File: src/rtl/memtag_range_check.sv
module memtag_range_check #(
  parameter int AW        = 56,
  parameter int SW        = 8,
  parameter int PAGE_LOG2 = 12,
  parameter int BLK_LOG2  = 6
) (
  input  logic          clk,
  input  logic          rst_n,
  input  logic          req_valid,
  input  logic [AW-1:0] req_addr,
  input  logic [SW-1:0] req_size_m1,
  input  logic [3:0]    req_ptag,
  input  logic          req_blk,
  input  logic [1:0]    tbi_en,
  input  logic [1:0]    tcma_en,
  input  logic [1:0]    page_tagged,
  output logic          busy,
  output logic          tm_rd_en,
  output logic [AW-6:0] tm_rd_addr,
  input  logic [7:0]    tm_rd_data,
  output logic          done,
  output logic          pass,
  output logic [AW-1:0] fault_addr
);
  localparam int GW = AW - 4;
  localparam int PW = AW - PAGE_LOG2;

  typedef enum logic [1:0] {S_IDLE, S_RD, S_CMP} st_t;
  st_t st;

  logic [GW-1:0] cur_g, last_q;
  logic [AW-1:0] orig_q;
  logic [PW-1:0] pg_q;
  logic [3:0]    ptag_q;
  logic [1:0]    tagged_q;
  logic          blk_q, first_q;

  wire          half     = req_addr[AW-1];
  wire          tbi_off  = !tbi_en[half];
  wire          tcma_hit = tcma_en[half] && (req_ptag == {4{half}});
  wire [AW-1:0] end_addr = req_addr + {{(AW-SW){1'b0}}, req_size_m1};
  wire [GW-1:0] first_g  = req_blk ? {req_addr[AW-1:BLK_LOG2], {(BLK_LOG2-4){1'b0}}}
                                   : req_addr[AW-1:4];
  wire [GW-1:0] last_g   = req_blk ? {req_addr[AW-1:BLK_LOG2], {(BLK_LOG2-4){1'b1}}}
                                   : end_addr[AW-1:4];

  wire          on_next    = cur_g[GW-1:PAGE_LOG2-4] != pg_q;
  wire          tagged_now = on_next ? tagged_q[1] : tagged_q[0];
  wire          is_last    = cur_g == last_q;
  wire [3:0]    nib        = cur_g[0] ? tm_rd_data[7:4] : tm_rd_data[3:0];
  wire [AW-1:0] fault_pos  = (first_q && !blk_q) ? orig_q : {cur_g, 4'b0000};

  assign busy       = st != S_IDLE;
  assign tm_rd_en   = (st == S_RD) && tagged_now;
  assign tm_rd_addr = cur_g[GW-1:1];

  always_ff @(posedge clk) begin
    if (!rst_n) begin
      st         <= S_IDLE;
      done       <= 1'b0;
      pass       <= 1'b0;
      fault_addr <= '0;
      cur_g      <= '0;
      last_q     <= '0;
      orig_q     <= '0;
      pg_q       <= '0;
      ptag_q     <= '0;
      tagged_q   <= '0;
      blk_q      <= 1'b0;
      first_q    <= 1'b0;
    end else begin
      done <= 1'b0;
      unique case (st)
        S_IDLE: if (req_valid) begin
          if (tbi_off || tcma_hit) begin
            done       <= 1'b1;
            pass       <= 1'b1;
            fault_addr <= '0;
          end else begin
            st       <= S_RD;
            cur_g    <= first_g;
            last_q   <= last_g;
            orig_q   <= req_addr;
            pg_q     <= req_addr[AW-1:PAGE_LOG2];
            ptag_q   <= req_ptag;
            tagged_q <= page_tagged;
            blk_q    <= req_blk;
            first_q  <= 1'b1;
          end
        end
        S_RD: begin
          if (tagged_now) begin
            st <= S_CMP;
          end else if (is_last) begin
            st         <= S_IDLE;
            done       <= 1'b1;
            pass       <= 1'b1;
            fault_addr <= '0;
          end else begin
            cur_g   <= cur_g + 1'b1;
            first_q <= 1'b0;
          end
        end
        S_CMP: begin
          if (nib != ptag_q) begin
            st         <= S_IDLE;
            done       <= 1'b1;
            pass       <= 1'b0;
            fault_addr <= fault_pos;
          end else if (is_last) begin
            st         <= S_IDLE;
            done       <= 1'b1;
            pass       <= 1'b1;
            fault_addr <= '0;
          end else begin
            st      <= S_RD;
            cur_g   <= cur_g + 1'b1;
            first_q <= 1'b0;
          end
        end
        default: st <= S_IDLE;
      endcase
    end
  end

  AST_DONE_PULSE: assert property (@(posedge clk) disable iff (!rst_n)
    done |=> !done);
  AST_READ_SPACING: assert property (@(posedge clk) disable iff (!rst_n)
    tm_rd_en |=> !tm_rd_en);
  AST_IDLE_NO_READ: assert property (@(posedge clk) disable iff (!rst_n)
    !busy |-> !tm_rd_en);
  AST_FAIL_AFTER_READ: assert property (@(posedge clk) disable iff (!rst_n)
    (done && !pass) |-> $past(tm_rd_en, 2));
  AST_FAULT_IN_READ_BYTE: assert property (@(posedge clk) disable iff (!rst_n)
    (done && !pass) |-> fault_addr[AW-1:5] == $past(tm_rd_addr, 2));
  AST_TBI_OFF_FAST: assert property (@(posedge clk) disable iff (!rst_n)
    (!busy && req_valid && tbi_off) |=> (done && pass && !tm_rd_en));
  AST_TCMA_FAST: assert property (@(posedge clk) disable iff (!rst_n)
    (!busy && req_valid && tcma_hit) |=> (done && pass && !busy));
endmodule

File: config.mk
export PLATFORM = sky130hd
export DESIGN_NAME = memtag_range_check
export DESIGN_NICKNAME = d
export VERILOG_FILES = /design/src/rtl/memtag_range_check.sv
export SDC_FILE = /design/constraint.sdc
export NUM_CORES = 1
export LEC_CHECK = 0
export CAP_MARGIN = 20
export CELL_PAD_IN_SITES_DETAIL_PLACEMENT = 0
export CELL_PAD_IN_SITES_GLOBAL_PLACEMENT = 1
export CORE_ASPECT_RATIO = 0.5
export CORE_MARGIN = 2
export CORE_UTILIZATION = 51
export DETAILED_ROUTE_END_ITERATION = 6
export DONT_BUFFER_PORTS = 1
export MAX_ROUTING_LAYER = met4
export PLACE_DENSITY = 0.85
export SYNTH_ARGS = -nofsm -noshare
export SYNTH_HDL_FRONTEND = slang
export SYNTH_SLANG_ARGS = --single-unit
File: constraint.sdc
create_clock -name clk -period 5.98 [get_ports clk]
set_clock_uncertainty 0.1 [all_clocks]
set_input_delay 0 -clock clk [delete_from_list [all_inputs] [get_ports clk]]
set_output_delay 0 -clock clk [all_outputs]
set_load 0.02 [all_outputs]
### Yosys cells after proc, flatten, opt, wreduce, memory -nomap -nowiden

Index checks and enable logic that the tools add are counted.

| cells by class | value |
|---|---|
| equality and inequality tests | 12 |
| $add $sub $neg | 2 |
| bitwise logic cells | 1 |
| mux-type cells | 46 |
| order comparisons | 1 |
| reduce and logical (&&, ||, !) cells | 13 |

Operators with widths:

| cell | number |
|---|---|
| 2-to-1 mux 56 bit | 6 |
| 2-to-1 mux 52 bit | 6 |
| one-hot mux 56 bit (3 select lines) | 1 |
| one-hot mux 52 bit (3 select lines) | 1 |
| adder 56 x 8 -> 56 bit | 1 |
| adder 52 x 1 -> 52 bit (second input constant) | 1 |
| == test 52 bit | 1 |
| != test 44 bit | 1 |
| 2-to-1 mux 1 bit | 22 |
| 2-to-1 mux 2 bit | 5 |
| != test 2 bit (second input constant) | 5 |
| one-hot mux 1 bit (3 select lines) | 3 |
| one-hot mux 2 bit (3 select lines) | 1 |
| AND reduction 3 bit | 2 |
| AND reduction 5 bit | 1 |
| == test 4 bit | 1 |
| 2-to-1 mux 4 bit | 1 |
| != test 4 bit | 1 |
| AND reduction 4 bit | 1 |
| logical AND 1 bit | 3 |
| != test 3 bit (second input constant) | 1 |
| nonzero test 3 bit | 1 |
| == test 2 x 1 -> 1 bit (second input constant) | 1 |
| == test 2 bit (second input constant) | 1 |
| other kinds (6) | 7 |

| word-level totals | value |
|---|---|
| bits in registers | 272 |
| output and inout bits | 111 |

### Logic depth before layout (Yosys ltp)

Gate-level depths: netlist of run 1.

| logic depth | value |
|---|---|
| depth in word-level cells | 7 |
| gate-level depth with buffers | 11 |

### Worst setup path before layout of run 1

No wires, ideal clock.

| path | value |
|---|---|
| path type | register -> register |
| start point | register cur_g[37] |
| end point | register fault_addr[10] |
| slack | 3.232 ns |
| arrival time | 2.521 ns |
| data required time | 5.753 ns |
| buffers on the path | 3 |
| cell stages (with the launch flop) | 11 |
| path through | dfxtp_1 -> clkbuf_1 -> xor2_1 -> nor4_1 -> nand4_1 -> or4_1 -> nand2_1 -> or3_1 -> buf_2 -> clkbuf_1 -> o2bb2ai_1 |

| between the ends | value |
|---|---|
| cells in the longest elaborated chain, start to end | 4 |

Ends and longest elaborated chain:

| item | line | source |
|---|---|---|
| start: declaration | 31 | `logic [GW-1:0] cur_g, last_q;` |
| start signal: assignment | 81 | `cur_g <= first_g;` |
| start signal: assignment | 100 | `cur_g <= cur_g + 1'b1;` |
| start signal: assignment | 117 | `cur_g <= cur_g + 1'b1;` |
| == test 52 bit or != test 44 bit (tied branches) | 49, 47 |  |
| 2-to-1 mux 56 bit or 2-to-1 mux 1 bit (tied branches) | n/a |  |
| 2-to-1 mux 56 bit (tied with other cells) | n/a |  |
| one-hot mux 56 bit (3 select lines) or AND reduction 4 bit (tied branches) | n/a |  |
| end signal: assignment | 109 | `fault_addr <= fault_pos;` |
| end: declaration | 23 | `output logic [AW-1:0] fault_addr` |

Several ways; a longest one is shown, not always the timed one. The select of a mux whose other input is x is not followed.
A chain may end at the register's enable or synchronous reset.

### Worst setup path in the final report of run 1

| path | value |
|---|---|
| start point | register cur_g[35] |
| end point | register fault_addr[35] |

The elaborated chain is that of the path after synthesis.

==> results by stage, run 1 <==
STA:
- The number of endpoints with negative hold slack in the final report is 0.
- The max-slew violation total from the final report is 0.
- For the finished layout, the period the worst path requires is 4477 ps.
- The maximum achievable frequency is 0.2234 GHz.
- In the finished design, the share of the clock period the worst path needs comes to 0.7486.
- Measured against its own limit, the worst slew margin works out to 0.2864.
- The final-report setup violation count is 0.
- Setup total negative slack on the finished layout was measured at 0 ps.
- Setup repair after global routing left no endpoint under its margin.
- The transition time of the tightest slew-check pin is 1070 ps.

GRT:
- The overall fraction of global-route tracks in use is 0.3501.
- The first global-routing pass estimated 68130 um of wire.
- After global routing the overflow that remains totals 0.
- The via count of the first global-routing pass came to 11030.
- The initial antenna violation count was 0.
- The largest net degree at the start of global routing is 122.

Yosys:
- Among all flip-flop cells after synthesis, the most frequent one is sky130_fd_sc_hd__dfxtp_1.
- The sequential fraction of the synthesis area is 0.3587.
- The fraction of registers with async set/reset is 0.
- Synthesis instantiated 61 different standard cells from the library.
- The cell area after synthesis is 12720 sq um.
- The Yosys step of the flow raised 0 warnings.
- The net count of the mapped netlist is 1680.
- A synthesized cell averages 8.043 sq um.
- Counting flops and latches in the post-synthesis netlist gives 228.
- In this run, synthesis inferred 0 flip-flops with an integrated enable.
- The cell count after synthesis came out at 1582.

Place:
- The final RePlAce weighted congestion is 0.9545.
- After detailed placement, the total cell area comes to 12360 sq um.
- The HPWL reported at the end of detailed placement is 30870 um.
- In this run the tool buffered the top-level ports with 0 buffer cells.

Final layout:
- The library cells used most frequently in the layout, excluding fill and tap cells, are sky130_fd_sc_hd__nand2_1, sky130_fd_sc_hd__dfxtp_1, sky130_fd_sc_hd__a21oi_1, sky130_fd_sc_hd__o21ai_0, sky130_fd_sc_hd__dlygate4sd3_1.
- Leaving out fill and tap cells, the most frequent cell in the layout is sky130_fd_sc_hd__nand2_1.
- The fill cell instance count of the final layout is 2229.
- At the end of the flow, the number of nets in the layout was 1622.
- 0 antenna diodes ended up in the layout.
- Relative to the synthesized area, the layout overhead comes to 10.95%.
- The share of post-route cells with drive strength above 1 is 0.06688.
- The cell area after layout is 14120 sq um.

Worst setup path:
- The start-to-end type of the worst setup path is reg2reg.
- The delay of the slowest cell on the worst path is 800 ps.
- Traced cell by cell, the critical path runs through xor2_1 > nor4_1 > nand4_1 > or4_1 > nand2_1 > o31a_2 > buf_4 > o2bb2ai_1.
- The dominant delay contributor by cell family on the critical path is simple AND/OR/NAND/NOR gates.
- The type of element capturing the critical path is a flop.
- The worst setup path is launched from a flop.
- For this design, the slowest cell found on the critical path is sky130_fd_sc_hd__o31a_2.
- STA puts the critical path data required time at 6330 ps.
- Together, buffers and inverters on the worst path number 1.
- The highest fanout seen on the critical path is 33.
- STA puts the critical path data arrival time at 4830 ps.

CTS:
- The clock-pin slew on the worst setup and hold paths is 60 ps.
- The latest clock arrival within the worst-skew pair is 540 ps.
- The H-tree depth is 1.
- Counting the buffers created by CTS gives 22.
- The clock tree from TritonCTS is yes.
- The root buffer cell is sky130_fd_sc_hd__clkbuf_16.
- The post-CTS repair timing setup buffer count is 0.
- The longest clock path from root to sink contains 3 buffers.
- The clock net in this run drives a total of 228 sinks.

Power and ir drop:
- Cell internal power was estimated by the tool at 0.003403 W.
- The share of total power dissipated in the clock network is 0.260.
- The power per cell area is 425.0 nW/um^2.
- Of the total power, combinational logic draws 0.356.
- Total power for the finished layout comes to 0.006000 W.
- The share of total power dissipated in sequential elements is 0.383.
- Of the total power, the share spent switching nets is 0.4329.
- Summed over all nets, the switching power comes to 0.002597 W.
- The leakage component of the power is 4.989 nW.
- The worst-case IR drop observed on VDD is 0.0002685 V.

Die:
- For this configuration, the core starts out at a cell density of 0.5253.
- The die covers 26300 sq um.
- The die is 115.7 um tall.
- The I/O pin total is 197.
- The chip width is 227.4 um.
- The total area inside the core boundary comes to 24220 sq um.
- The floorplan has 40 rows.

Routing:
- The post-detailed-route DRC marker count is 0.
- For this block, the routed nets add up to 45580 um of wire.
- The wire length per cell after detailed routing is 24.30 um.
- The number of nets with antenna violations after routing is 0.
- After the first detailed-routing iteration, the DRC count stood at 1557.
- In the routed layout, each cell is associated on average with a via count of 6.504.
- The total via count after detailed routing is 12200.
- The detailed-router iteration count before antenna repair is 6.

Status:
- The run finished with clean final reports.

Flow run:
- The count of max-cap constraint violations is 0.

Hold path:
- The class of the tightest hold or removal check is in2reg.
==> worst paths after layout <==
path | end | slack (ps) | depth (start not counted) | from
max reg2reg | fault_addr[35] | 1500 | 8 | cur_g[35]
max | fault_addr[35] | 1500 | 8 | cur_g[35]
min | done | 0.1 | 4 | tm_rd_data[3]
min reg2reg | orig_q[31] | 380 | 2 | orig_q[31]
==> repair_timing <==
item / 4_1_cts / 5_1_grt
hold buffers: 92 / 0
setup endpoints to repair: 0 / 0
resized for setup: 0 / 0
hold endpoints to repair: 186 / 0
==> synth_stat cells (7+ instances only) <==
library cell	number	share of area
sky130_fd_sc_hd__o21ai_0	99	0.039
sky130_fd_sc_hd__inv_1	32	0.0094
sky130_fd_sc_hd__and3_1	16	0.0079
sky130_fd_sc_hd__nor3_1	15	0.0059
sky130_fd_sc_hd__a31o_2	30	0.021
sky130_fd_sc_hd__nor4_1	20	0.0098
sky130_fd_sc_hd__buf_1	7	0.0021
sky130_fd_sc_hd__or3_1	33	0.016
sky130_fd_sc_hd__a21o_1	7	0.0041
sky130_fd_sc_hd__and4_1	10	0.0069
sky130_fd_sc_hd__a32o_1	8	0.0063
sky130_fd_sc_hd__nor2_1	27	0.0080
sky130_fd_sc_hd__xnor2_1	68	0.047
sky130_fd_sc_hd__or4_1	7	0.0041
sky130_fd_sc_hd__clkbuf_1	109	0.032
sky130_fd_sc_hd__nand4_1	35	0.017
sky130_fd_sc_hd__nand2_1	247	0.073
sky130_fd_sc_hd__a21oi_1	108	0.042
sky130_fd_sc_hd__a211oi_1	13	0.0077
sky130_fd_sc_hd__o31ai_1	15	0.0089
sky130_fd_sc_hd__mux2i_1	55	0.043
sky130_fd_sc_hd__xor2_1	57	0.039
sky130_fd_sc_hd__buf_4	51	0.030
sky130_fd_sc_hd__buf_2	25	0.0098
sky130_fd_sc_hd__o2bb2ai_1	57	0.039
sky130_fd_sc_hd__a31oi_1	63	0.031
sky130_fd_sc_hd__ha_1	12	0.012
sky130_fd_sc_hd__dfxtp_1	228	0.36
sky130_fd_sc_hd__nand3_1	48	0.019
sky130_fd_sc_hd__o22ai_1	13	0.0064
==> worst register-to-register path, cell delays in order (launching register included) <==
cell and delay, ps:
sky130_fd_sc_hd__dfxtp_1 700, sky130_fd_sc_hd__xor2_1 130, sky130_fd_sc_hd__nor4_1 660, sky130_fd_sc_hd__nand4_1 340, sky130_fd_sc_hd__or4_1 630, sky130_fd_sc_hd__nand2_1 430
sky130_fd_sc_hd__o31a_2 810, sky130_fd_sc_hd__buf_4 430, sky130_fd_sc_hd__o2bb2ai_1 170
==> final cells by class <==
type	count	area, sq um	share of cell area
flip-flops and latches	228	4564	0.3233
clock buffers	31	675.6	0.04786
clock inverters	9	122.6	0.008686
multi-input cells	1128	7117	0.5041
inverters	33	123.9	0.008774
well taps	336	420.4	0.02978
repair buffers	111	1094	0.07746
==> flip-flops by register name, summed over array words and instances (netlist names) <==
| register | flops |
|---|---|
| tagged_q | 2 |
| blk_q | 1 |
| fault_addr | 56 |
| first_q | 1 |
| pass | 1 |
| st | 2 |
| done | 1 |
| last_q | 52 |
| orig_q | 56 |
| cur_g | 52 |
| ptag_q | 4 |
==> per-layer routing <==
metal / share of wire / global-route usage / up-vias
met5: 0 / - / -
met4: 0.021 / 0.07277 / 0
met3: 0.12 / 0.09077 / 81
met2: 0.40 / 0.4713 / 708
met1: 0.47 / 0.5174 / 5868
li1: - / - / 5545
==> power by group through the flow <==
stage / registers, W / clock network, W / logic, W
floorplan: 0.00191 / 0 / 0.00186
global placement: 0.00231 / 0 / 0.00193
detailed placement: 0.00232 / 0 / 0.00196
CTS: 0.00229 / 0.00157 / 0.00207
global route: 0.00233 / 0.00163 / 0.00227
finish: 0.00230 / 0.00156 / 0.00214
==> through the flow <==
| step | setup slack, ps | cells | util | hold WS, ps |
|---|---|---|---|---|
| after floorplan | 3232 | 1582 | - | 35.96 |
| after global placement | 1828 | 1743 | 0.5103 | 37.05 |
| after CTS | 1613 | 1875 | 0.5820 | 3.506 |
| after detailed placement | 1656 | 1743 | 0.5103 | 42.25 |
| after global routing | 1291 | 1876 | 0.5828 | 72.73 |
| final | 1503 | 1876 | 0.5828 | 0.09709 |
==> kinds of logic after synthesis <==
| kind of cell | share of synthesized area |
|---|---|
| adders and majority gates | 0.01180 |
| xor gates and xnor gates | 0.08605 |
| DFF | 0.3587 |
| buffers and inverters | 0.08477 |
| AOI/OAI and AO/OA | 0.2387 |
| muxes | 0.04327 |
| and+or+nand+nor | 0.1767 |
Note: power is estimated with default switching activity, not from simulation.
==> run 2: changes to the inputs <==
--- a/config.mk
+++ b/config.mk
@@ -5,16 +5,17 @@
 export SDC_FILE = /design/constraint.sdc
 export NUM_CORES = 1
 export LEC_CHECK = 0
+export ABC_AREA = 1
 export CAP_MARGIN = 20
 export CELL_PAD_IN_SITES_DETAIL_PLACEMENT = 0
 export CELL_PAD_IN_SITES_GLOBAL_PLACEMENT = 1
 export CORE_ASPECT_RATIO = 0.5
 export CORE_MARGIN = 2
-export CORE_UTILIZATION = 51
+export CORE_UTILIZATION = 45
 export DETAILED_ROUTE_END_ITERATION = 6
 export DONT_BUFFER_PORTS = 1
 export MAX_ROUTING_LAYER = met4
-export PLACE_DENSITY = 0.85
+export PLACE_DENSITY = 0.82
 export SYNTH_ARGS = -nofsm -noshare
 export SYNTH_HDL_FRONTEND = slang
 export SYNTH_SLANG_ARGS = --single-unit
==> constraint.sdc (replaced) <==
create_clock -name clk -period 4.55 [get_ports clk]
set_clock_uncertainty 0.1 [all_clocks]
set_input_delay 0 -clock clk [delete_from_list [all_inputs] [get_ports clk]]
set_output_delay 0 -clock clk [all_outputs]
set_load 0.02 [all_outputs]
==> run 2 against run 1 <==
Effect of this change:
- non-clock buffer count is 30 higher
- hold slack improved by 19 ps
- sequential cell count is the same
- sequential share of layout area down 6.9 points
- sequential power grew 61%
- final area is 27% higher
- combinational power up 150%
- critical path depth grew 7
- register-to-register slack got worse by 600 ps
- setup slack worse by 1300 ps
- synthesized cell count rose by 75%
- critical path type is now in2reg
- critical endpoint is now last_q[36]
==> results by stage, run 2 <==
Worst setup path:
- The setup check on the worst reg-to-reg path leaves a slack of 900 ps.
- The startpoint kind of the worst setup timing path is a primary input.
- STA puts the critical path data required time at 4900 ps.
- For the worst flop-to-flop path, the logic depth is 11.
- The worst endpoint data arrival time is 4660 ps.
- Of all nets on the critical path, the largest fanout is 4.
- The worst setup path is captured at a flop.
- The critical path is of the in2reg type.
- The worst flop-to-flop path endpoint is last_q[26].
- The origin of the critical flop-to-flop path is st[0].

Die:
- The die is 137.7 um tall.
- The die covers 37360 sq um.
- The I/O pin total is 197.
- After floorplanning, the core was sized to cover 34830 sq um.
- The row count is 48.
- The chip width is 271.3 um.
- The initial utilization of the core area, before any placement, comes to 0.4617.

STA:
- The final-report setup violation count is 0.
- In the finished design, the share of the clock period the worst path needs comes to 0.9453.
- After routing, the total negative slack on setup checks comes to 0 ps.
- Subtracting the final worst setup slack from the clock period gives 4301 ps.
- Headroom to the max-slew limit came out at 0.3671.
- The maximum achievable frequency is 0.2325 GHz.
- The final worst hold slack is 19.19 ps.
- The max-slew violation total from the final report came to 0.
- At the pin with the least slew margin, the transition time is 949.3 ps.
- Setup repair after global routing left no endpoint under its margin.
- The number of endpoints with negative hold slack in the final report is 0.

Routing:
- For this block, the via count after detailed routing is 18170.
- The starting DRC count in detailed routing is 2559.
- Dividing the detail-routed wire length by the instance count gives 21.09 um.
- Using the TritonRoute via totals, the vias-per-cell ratio works out to 5.596.
- The number of nets with antenna violations after routing is 0.
- The detailed-router iteration count before antenna repair is 7.
- The final layout contains routed wiring with a total length of 68480 um.
- After detailed routing, the number of remaining DRC violations is 0.

Flow run:
- The count of max-cap constraint violations is 0.

Hold path:
- The worst hold path depth is 4.
- The startpoint identified for the worst hold timing path is req_addr[55].
- For hold timing, the worst endpoint is orig_q[52].
- The tightest min-delay check is of the in2reg type.

Final layout:
- The commonest non-fill, non-tap cell in the layout is sky130_fd_sc_hd__nand2_1.
- The post-synthesis to final-layout area growth is 11.62%.
- Once layout is complete, the utilization of the core stands at 0.5153.
- Of the cells placed in the final design, the portion with a size suffix greater than 1 is 0.03934.
- The top cell types in the final layout, fill and taps aside, are sky130_fd_sc_hd__nand2_1, sky130_fd_sc_hd__nor2_1, sky130_fd_sc_hd__inv_1, sky130_fd_sc_hd__dfxtp_1, sky130_fd_sc_hd__nand3_1.
- The net count reported at finish is 2855.
- Leaving out filler cells and counting taps, the final layout contains 3247.
- In the final layout, the registers with the most flip-flops are fault_addr (56), orig_q (56).

Yosys:
- Of all flip-flops after synthesis, the portion carrying an async set or reset was 0.
- The net count of the mapped netlist is 2872.
- Yosys attributes the largest share of cell area to sky130_fd_sc_hd__dfxtp_1, sky130_fd_sc_hd__nand2_1, sky130_fd_sc_hd__nor2_1, sky130_fd_sc_hd__inv_1, sky130_fd_sc_hd__nand3_1.
- The cell area after synthesis is 16080 sq um.
- Counting every instance in the synthesized netlist gives 2774.
- A synthesized cell averages 5.797 sq um.
- The number of storage elements in the synthesis netlist is 228.
- The library cell with the highest instance count after synthesis is sky130_fd_sc_hd__nand2_1.
- By count the netlist is led by sky130_fd_sc_hd__nand2_1, sky130_fd_sc_hd__nor2_1, sky130_fd_sc_hd__inv_1.
- During synthesis, Yosys emitted a total of 0 warnings.
- The library cell with the largest summed area after synthesis is sky130_fd_sc_hd__dfxtp_1.
- For this run, the register share of the synthesized area comes to 0.2838.
- The synthesized design contains 0 enable-type register cells.
- The most common flop cell mapped by yosys is sky130_fd_sc_hd__dfxtp_1.
- The area share of the largest cell type after synthesis is 0.2838.
- After synthesis, the netlist uses 43 different library cells.

GRT:
- The layer flagged by global routing as most heavily used is met1.
- The routing usage on met2 is 0.5089.
- The initial antenna violation count is 1.
- The overall fraction of global-route tracks in use is 0.3686.
- The via count of the first global-routing pass was 15790.
- For this run, global-route usage on met3 was measured as 0.1025.
- The global-route wire length before repair is 101400 um.
- The overflow left after global routing is 0.
- Entering global routing, the biggest net connects 157 pins.
- For this run, global-route usage on met1 was measured as 0.5342.

CTS:
- The post-CTS repair timing setup buffer count is 0.
- At the later pin of the worst-skew pair, clock insertion delay measures 580 ps.
- The buffer levels on the longest clock path is 3.
- For this design, the sink count on the clock tree is 228.
- The number of buffers inserted during clock tree synthesis is 24.
- The clock tree from TritonCTS is yes.
- The clock-pin slew on the worst setup and hold paths is 70 ps.
- The root buffer cell is sky130_fd_sc_hd__clkbuf_16.
- CTS built an H-tree with a depth of 1.

Status:
- The flow ran to the end, and the final reports show no timing, DRC or antenna violations.

Place:
- At the end of routability-driven placement, the weighted congestion stood at 1.043.
- Once detailed placement completed, the half-perimeter wirelength came to 49370 um.
- The number of I/O port buffers is 0.
- The number of cells after detailed placement is 3091.

Power and ir drop:
- The largest vdd supply drop is 0.0005041 V.
- The analysis attributes to cell leakage a power of 7.847 nW.
- Power spread over the standard cell area amounts to 617.0 nW/um^2.
run 2: layout make-up:
class,count,area (sq um)
antenna,1,2.502
multi-input combinational,2046,9415
timing repair buffer,141,1414
clock buffer,34,678.2
fill,3760,16880
tap,475,594.3
sequential,228,4564
clock inverter,6,95.09
inverter,316,1186
run 2: worst max-delay path by stage:
stage            startpoint            end  slack (ps)
2_1_floorplan         st[0]  fault_addr[0]        2510
3_3_place_gp      cur_g[19]      cur_g[27]        1440
3_5_place_dp      cur_g[22]      cur_g[25]        1380
4_1_cts        req_addr[28]     last_q[36]         190
5_1_grt        req_addr[28]     last_q[36]         120
6_report       req_addr[28]     last_q[36]         250
run 2: power by group:
group | switching (W) | internal (W) | total [W]
Clock | 0.000922 | 0.00115 | 0.00207
Combinational | 0.00370 | 0.00159 | 0.00529
Sequential | 0.00116 | 0.00255 | 0.00371
run 2: critical path: stages:
cell	delay [ps]
sky130_fd_sc_hd__dlygate4sd3_1	610
sky130_fd_sc_hd__nand2_1	150
sky130_fd_sc_hd__dlygate4sd3_1	620
sky130_fd_sc_hd__nor3_2	260
sky130_fd_sc_hd__nand3_1	180
sky130_fd_sc_hd__dlygate4sd3_1	600
sky130_fd_sc_hd__nor4_1	170
sky130_fd_sc_hd__dlygate4sd3_1	620
sky130_fd_sc_hd__nand2_1	60
sky130_fd_sc_hd__dlygate4sd3_1	570
sky130_fd_sc_hd__nand2_1	60
sky130_fd_sc_hd__nand3_1	70
sky130_fd_sc_hd__dlygate4sd3_1	570
sky130_fd_sc_hd__nand2_1	60
sky130_fd_sc_hd__inv_1	50
run 2: layer usage:
| metal | wire length, um | vias to the layer above |
|---|---|---|
| li1 | - | 8713 |
| met1 | 31300 | 8408 |
| met2 | 27230 | 970 |
| met3 | 8860 | 79 |
| met4 | 1085 | 0 |
| met5 | 0 | - |
run 2: timing repair:
action	CTS	global route
hold buffers	115	0
hold endpoints to repair	228	0
setup endpoints to repair	0	1
gates resized for setup	0	1
run 2: through the flow:
step                      instance area, sq um  setup slack [ps]  power (W)
after global placement                   16000              1437   0.008704
after floorplan                          16080              2506   0.007451
after global routing                     17950             119.0    0.01183
after detailed placement                 16000              1375   0.008735
after CTS                                17940             188.2    0.01096
final                                    17950             248.7    0.01108
run 2: logic make-up after synthesis:
kind of cell,count (synthesis),share of synthesized area
and+or+nand+nor,1646,0.4162
AOI/OAI and AO/OA,316,0.1173
DFF,228,0.2838
buffers and inverters,500,0.1342
xor gates and xnor gates,72,0.03921
adders and majority gates,12,0.009336
==> run 3: changes to the inputs <==
--- a/config.mk
+++ b/config.mk
@@ -11,11 +11,12 @@
 export CELL_PAD_IN_SITES_GLOBAL_PLACEMENT = 1
 export CORE_ASPECT_RATIO = 0.5
 export CORE_MARGIN = 2
-export CORE_UTILIZATION = 45
+export CORE_UTILIZATION = 35
 export DETAILED_ROUTE_END_ITERATION = 6
 export DONT_BUFFER_PORTS = 1
 export MAX_ROUTING_LAYER = met4
-export PLACE_DENSITY = 0.82
+export PLACE_DENSITY = 0.66
+export SETUP_SLACK_MARGIN = 0.3
 export SYNTH_ARGS = -nofsm -noshare
 export SYNTH_HDL_FRONTEND = slang
 export SYNTH_SLANG_ARGS = --single-unit
==> run 3 against run 2 <==
Effect of this change:
- sequential share of layout area shrank 0.43 points
- first-iteration DRC count down 19%
- non-clock buffer count grew 3
- clock power grew 13%
- hold slack better by 23 ps
- global-route usage fell by 5.8 points
- final area rose by 1.7%
==> results by stage, run 3 (same netlist as run 2, synthesis figures left out) <==
Worst setup path:
- The highest fanout seen on the critical path is 5.
- Traced cell by cell, the critical path runs through dlygate4sd3_1 > ha_1 > nand2_1 > o21ai_0 > nand2_1 > nand2_1 > a21oi_1 > nor2_1 > nand3_1 > nor2_2 > nand3_1 > dlygate4sd3_1 > nand3_1 > dlygate4sd3_1 > nand2_1 > inv_1.
- The startpoint kind of the worst setup timing path is a primary input.
- The type of element capturing the critical path is a flop.
- The slowest library cell on the worst path is sky130_fd_sc_hd__dlygate4sd3_1.
- The cell seen most often among critical-path stages is sky130_fd_sc_hd__nand2_1.
- The delay of the slowest cell on the worst path is 580 ps.
- The dominant delay contributor by cell family on the critical path is simple AND/OR/NAND/NOR gates.
- The critical path is of the in2reg type.
- The critical path required time is 4970 ps.
- The sum of buffers and inverters on the critical path is 4.
- Data arrives at the worst endpoint at 4420 ps.

Routing:
- In this run, the number of DRC markers left after iteration 0 of detailed routing was 2071.
- Before antenna repair, the detailed router went through 6 iterations.
- The number of nets with antenna violations after routing is 0.
- The routed design has 74060 um of wire.
- In the routed layout, each cell is associated on average with a via count of 5.311.
- The wire length per cell after detailed routing is 21.90 um.
- The routed layout has 17960 vias.
- The post-detailed-route DRC marker count is 0.

CTS:
- Counting every sink on the clock net gives 228.
- The latest clock arrival within the worst-skew pair is 580 ps.
- The buffer levels on the longest clock path is 3.
- After clock tree synthesis, the clock-pin slew on the worst setup and hold paths is 70 ps.
- The root buffer cell is sky130_fd_sc_hd__clkbuf_16.
- In this run the number of H-tree levels came out at 1.
- Buffers inserted during clock tree synthesis total 26.
- The number of setup buffers added after CTS is 0.
- The clock tree from TritonCTS is yes.

Flow run:
- Max-cap violations in this run came to 0.

Final layout:
- The commonest non-fill, non-tap cell in the layout is sky130_fd_sc_hd__nand2_1.
- The cell area after layout is 18260 sq um.
- The largest registers in the layout are fault_addr (56), orig_q (56).
- In the final layout, the multi-input gates occupy 9423 sq um.
- In the layout the commonest cells are sky130_fd_sc_hd__nand2_1, sky130_fd_sc_hd__nor2_1, sky130_fd_sc_hd__inv_1, sky130_fd_sc_hd__dfxtp_1, sky130_fd_sc_hd__nand3_1.
- The fill cell instance count of the final layout is 5086.
- The share of post-route cells with drive strength above 1 is 0.04385.
- Across the whole layout, storage elements account for 4564 sq um.
- Relative to the synthesized area, the layout overhead comes to 13.52%.
- Excluding fillers, the count of instances in the completed layout stands at 3381.
- After the last flow step, the layout net total stands at 2861.

GRT:
- The largest net degree at the start of global routing is 157.
- The overflow left after global routing is 0.
- The global-route wire length before repair is 109000 um.
- In the global route stage, overall resource usage came out at 0.3110.
- The initial antenna violation count is 1.
- The via count of the first global-routing pass was 16520.

Power and ir drop:
- The analysis attributes to cell leakage a power of 7.931 nW.
- Of the total power, the clock network draws 0.202.
- Of the total power, the share spent switching nets is 0.5246.
- The share of total power dissipated in sequential elements is 0.323.
- The largest vdd supply drop is 0.0003565 V.
- The total power consumption of the routed design is 0.01160 W.
- Dividing total power by cell area gives a power density of 635.5 nW/um^2.
- The net switching power is 0.006086 W.
- Of the total power, combinational logic draws 0.475.
- The internal power is 0.005515 W.

STA:
- The smallest clock period supported by the final layout is computed as 4004 ps.
- The max-slew violation total from the final report came to 0.
- Setup repair after global routing left no endpoint under its margin.
- Setup total negative slack on the finished layout was measured at 0 ps.
- The number of endpoints with negative hold slack in the final report came to 0.
- The maximum achievable frequency is 0.2497 GHz.
- At the pin with the least slew margin, the transition time is 1047 ps.
- The worst slew margin relative to its limit is 0.3017.
- Dividing the final minimum period by the clock period gives 0.8801.
- The final critical-path setup slack is 545.6 ps.
- Setup violations remaining at the end of the flow were counted as 0.

Place:
- The area after detailed placement is 16190 sq um.
- The final RePlAce weighted congestion is 1.018.
- Input and output buffers added on the ports amount to 0.
- The HPWL reported at the end of detailed placement is 54010 um.
- Before CTS, the worst setup slack after placement is 1051 ps.
- After detailed placement, the design holds a cell count of 3219.

Die:
- The effective utilization at floorplan is 0.3552.
- The floorplan die area is 47780 sq um.
- The die is 307.1 um wide.
- 197 I/O pins were placed.
- The y dimension of the die is 155.6 um.
- The core box area is 45280 sq um.
- The row count is 55.

Hold path:
- The path class of the tightest hold or removal check is in2reg.

Status:
- The flow ran to the end, and the final reports show no timing, DRC or antenna violations.
-- run 3: cell types whose count changed in the layout (fill, tap and decap cells not counted), sizes merged --
| cell | change |
|---|---|
| buf | +5 |
| bufinv | +1 |
| clkbuf | +5 |
| clkinv | +3 |
| dlygate4sd3 | -2 |
| inv | -2 |
| nand3 | +1 |
-- run 3: final cells by class --
type,count,share of cell area
multi-input cells,2047,0.5161
flip-flops and latches,228,0.2500
repair buffers,144,0.07840
inverters,316,0.06504
clock buffers,39,0.04277
well taps,598,0.04098
clock inverters,8,0.006511
diodes,1,0.0001371
-- run 3: repair_timing --
action / in CTS / in global routing
hold buffers: 113 / 0
endpoints found under the setup margin: 0 / 3
hold endpoints to repair: 228 / 0
resized for setup: 0 / 2
-- run 3: worst paths after layout --
path                                      end         start  slack [ps]  cells past startpoint
worst max-delay path               last_q[31]   req_addr[2]         550                     16
worst max register to register  fault_addr[1]     cur_g[26]         560                     14
worst min register to register      orig_q[4]     orig_q[4]         370                      2
worst min-delay path               last_q[33]  req_addr[34]          40                      8
-- run 3: worst register-to-register path: stages (launching register included) --
cell,delay [ps]
sky130_fd_sc_hd__dfxtp_1,660
sky130_fd_sc_hd__inv_2,160
sky130_fd_sc_hd__nand2_1,90
sky130_fd_sc_hd__nand4_1,350
sky130_fd_sc_hd__nor2_1,310
sky130_fd_sc_hd__nand2_1,90
sky130_fd_sc_hd__nor2_1,250
sky130_fd_sc_hd__nand3_1,160
sky130_fd_sc_hd__nand3_2,210
sky130_fd_sc_hd__nand3_4,380
sky130_fd_sc_hd__buf_12,360
sky130_fd_sc_hd__nand2_1,120
sky130_fd_sc_hd__nand2_1,40
sky130_fd_sc_hd__dlygate4sd3_1,580
sky130_fd_sc_hd__nor2_1,80
-- run 3: power groups by stage --
stage	registers (W)	clock network [W]	logic (W)
floorplan	0.00330	0	0.00415
global placement	0.00379	0	0.00514
detailed placement	0.00379	0	0.00517
CTS	0.00375	0.00236	0.00537
global route	0.00383	0.00244	0.00614
finish	0.00375	0.00234	0.00551
-- run 3: metrics by stage --
stage	util	hold slack [ps]
after floorplan	-	44.62
after detailed placement	0.3576	36.58
after global placement	0.3576	21.88
after CTS	0.4028	4.740
after global routing	0.4031	59.17
final	0.4032	42.52
-- run 3: routing by layer --
| layer | wire [um] | global-route usage | up-vias |
|---|---|---|---|
| li1 | - | - | 8733 |
| met1 | 36340 | 0.4600 | 8404 |
| met2 | 29660 | 0.4362 | 740 |
| met3 | 6837 | 0.06547 | 80 |
| met4 | 1215 | 0.04646 | 0 |
| met5 | 0 | - | - |
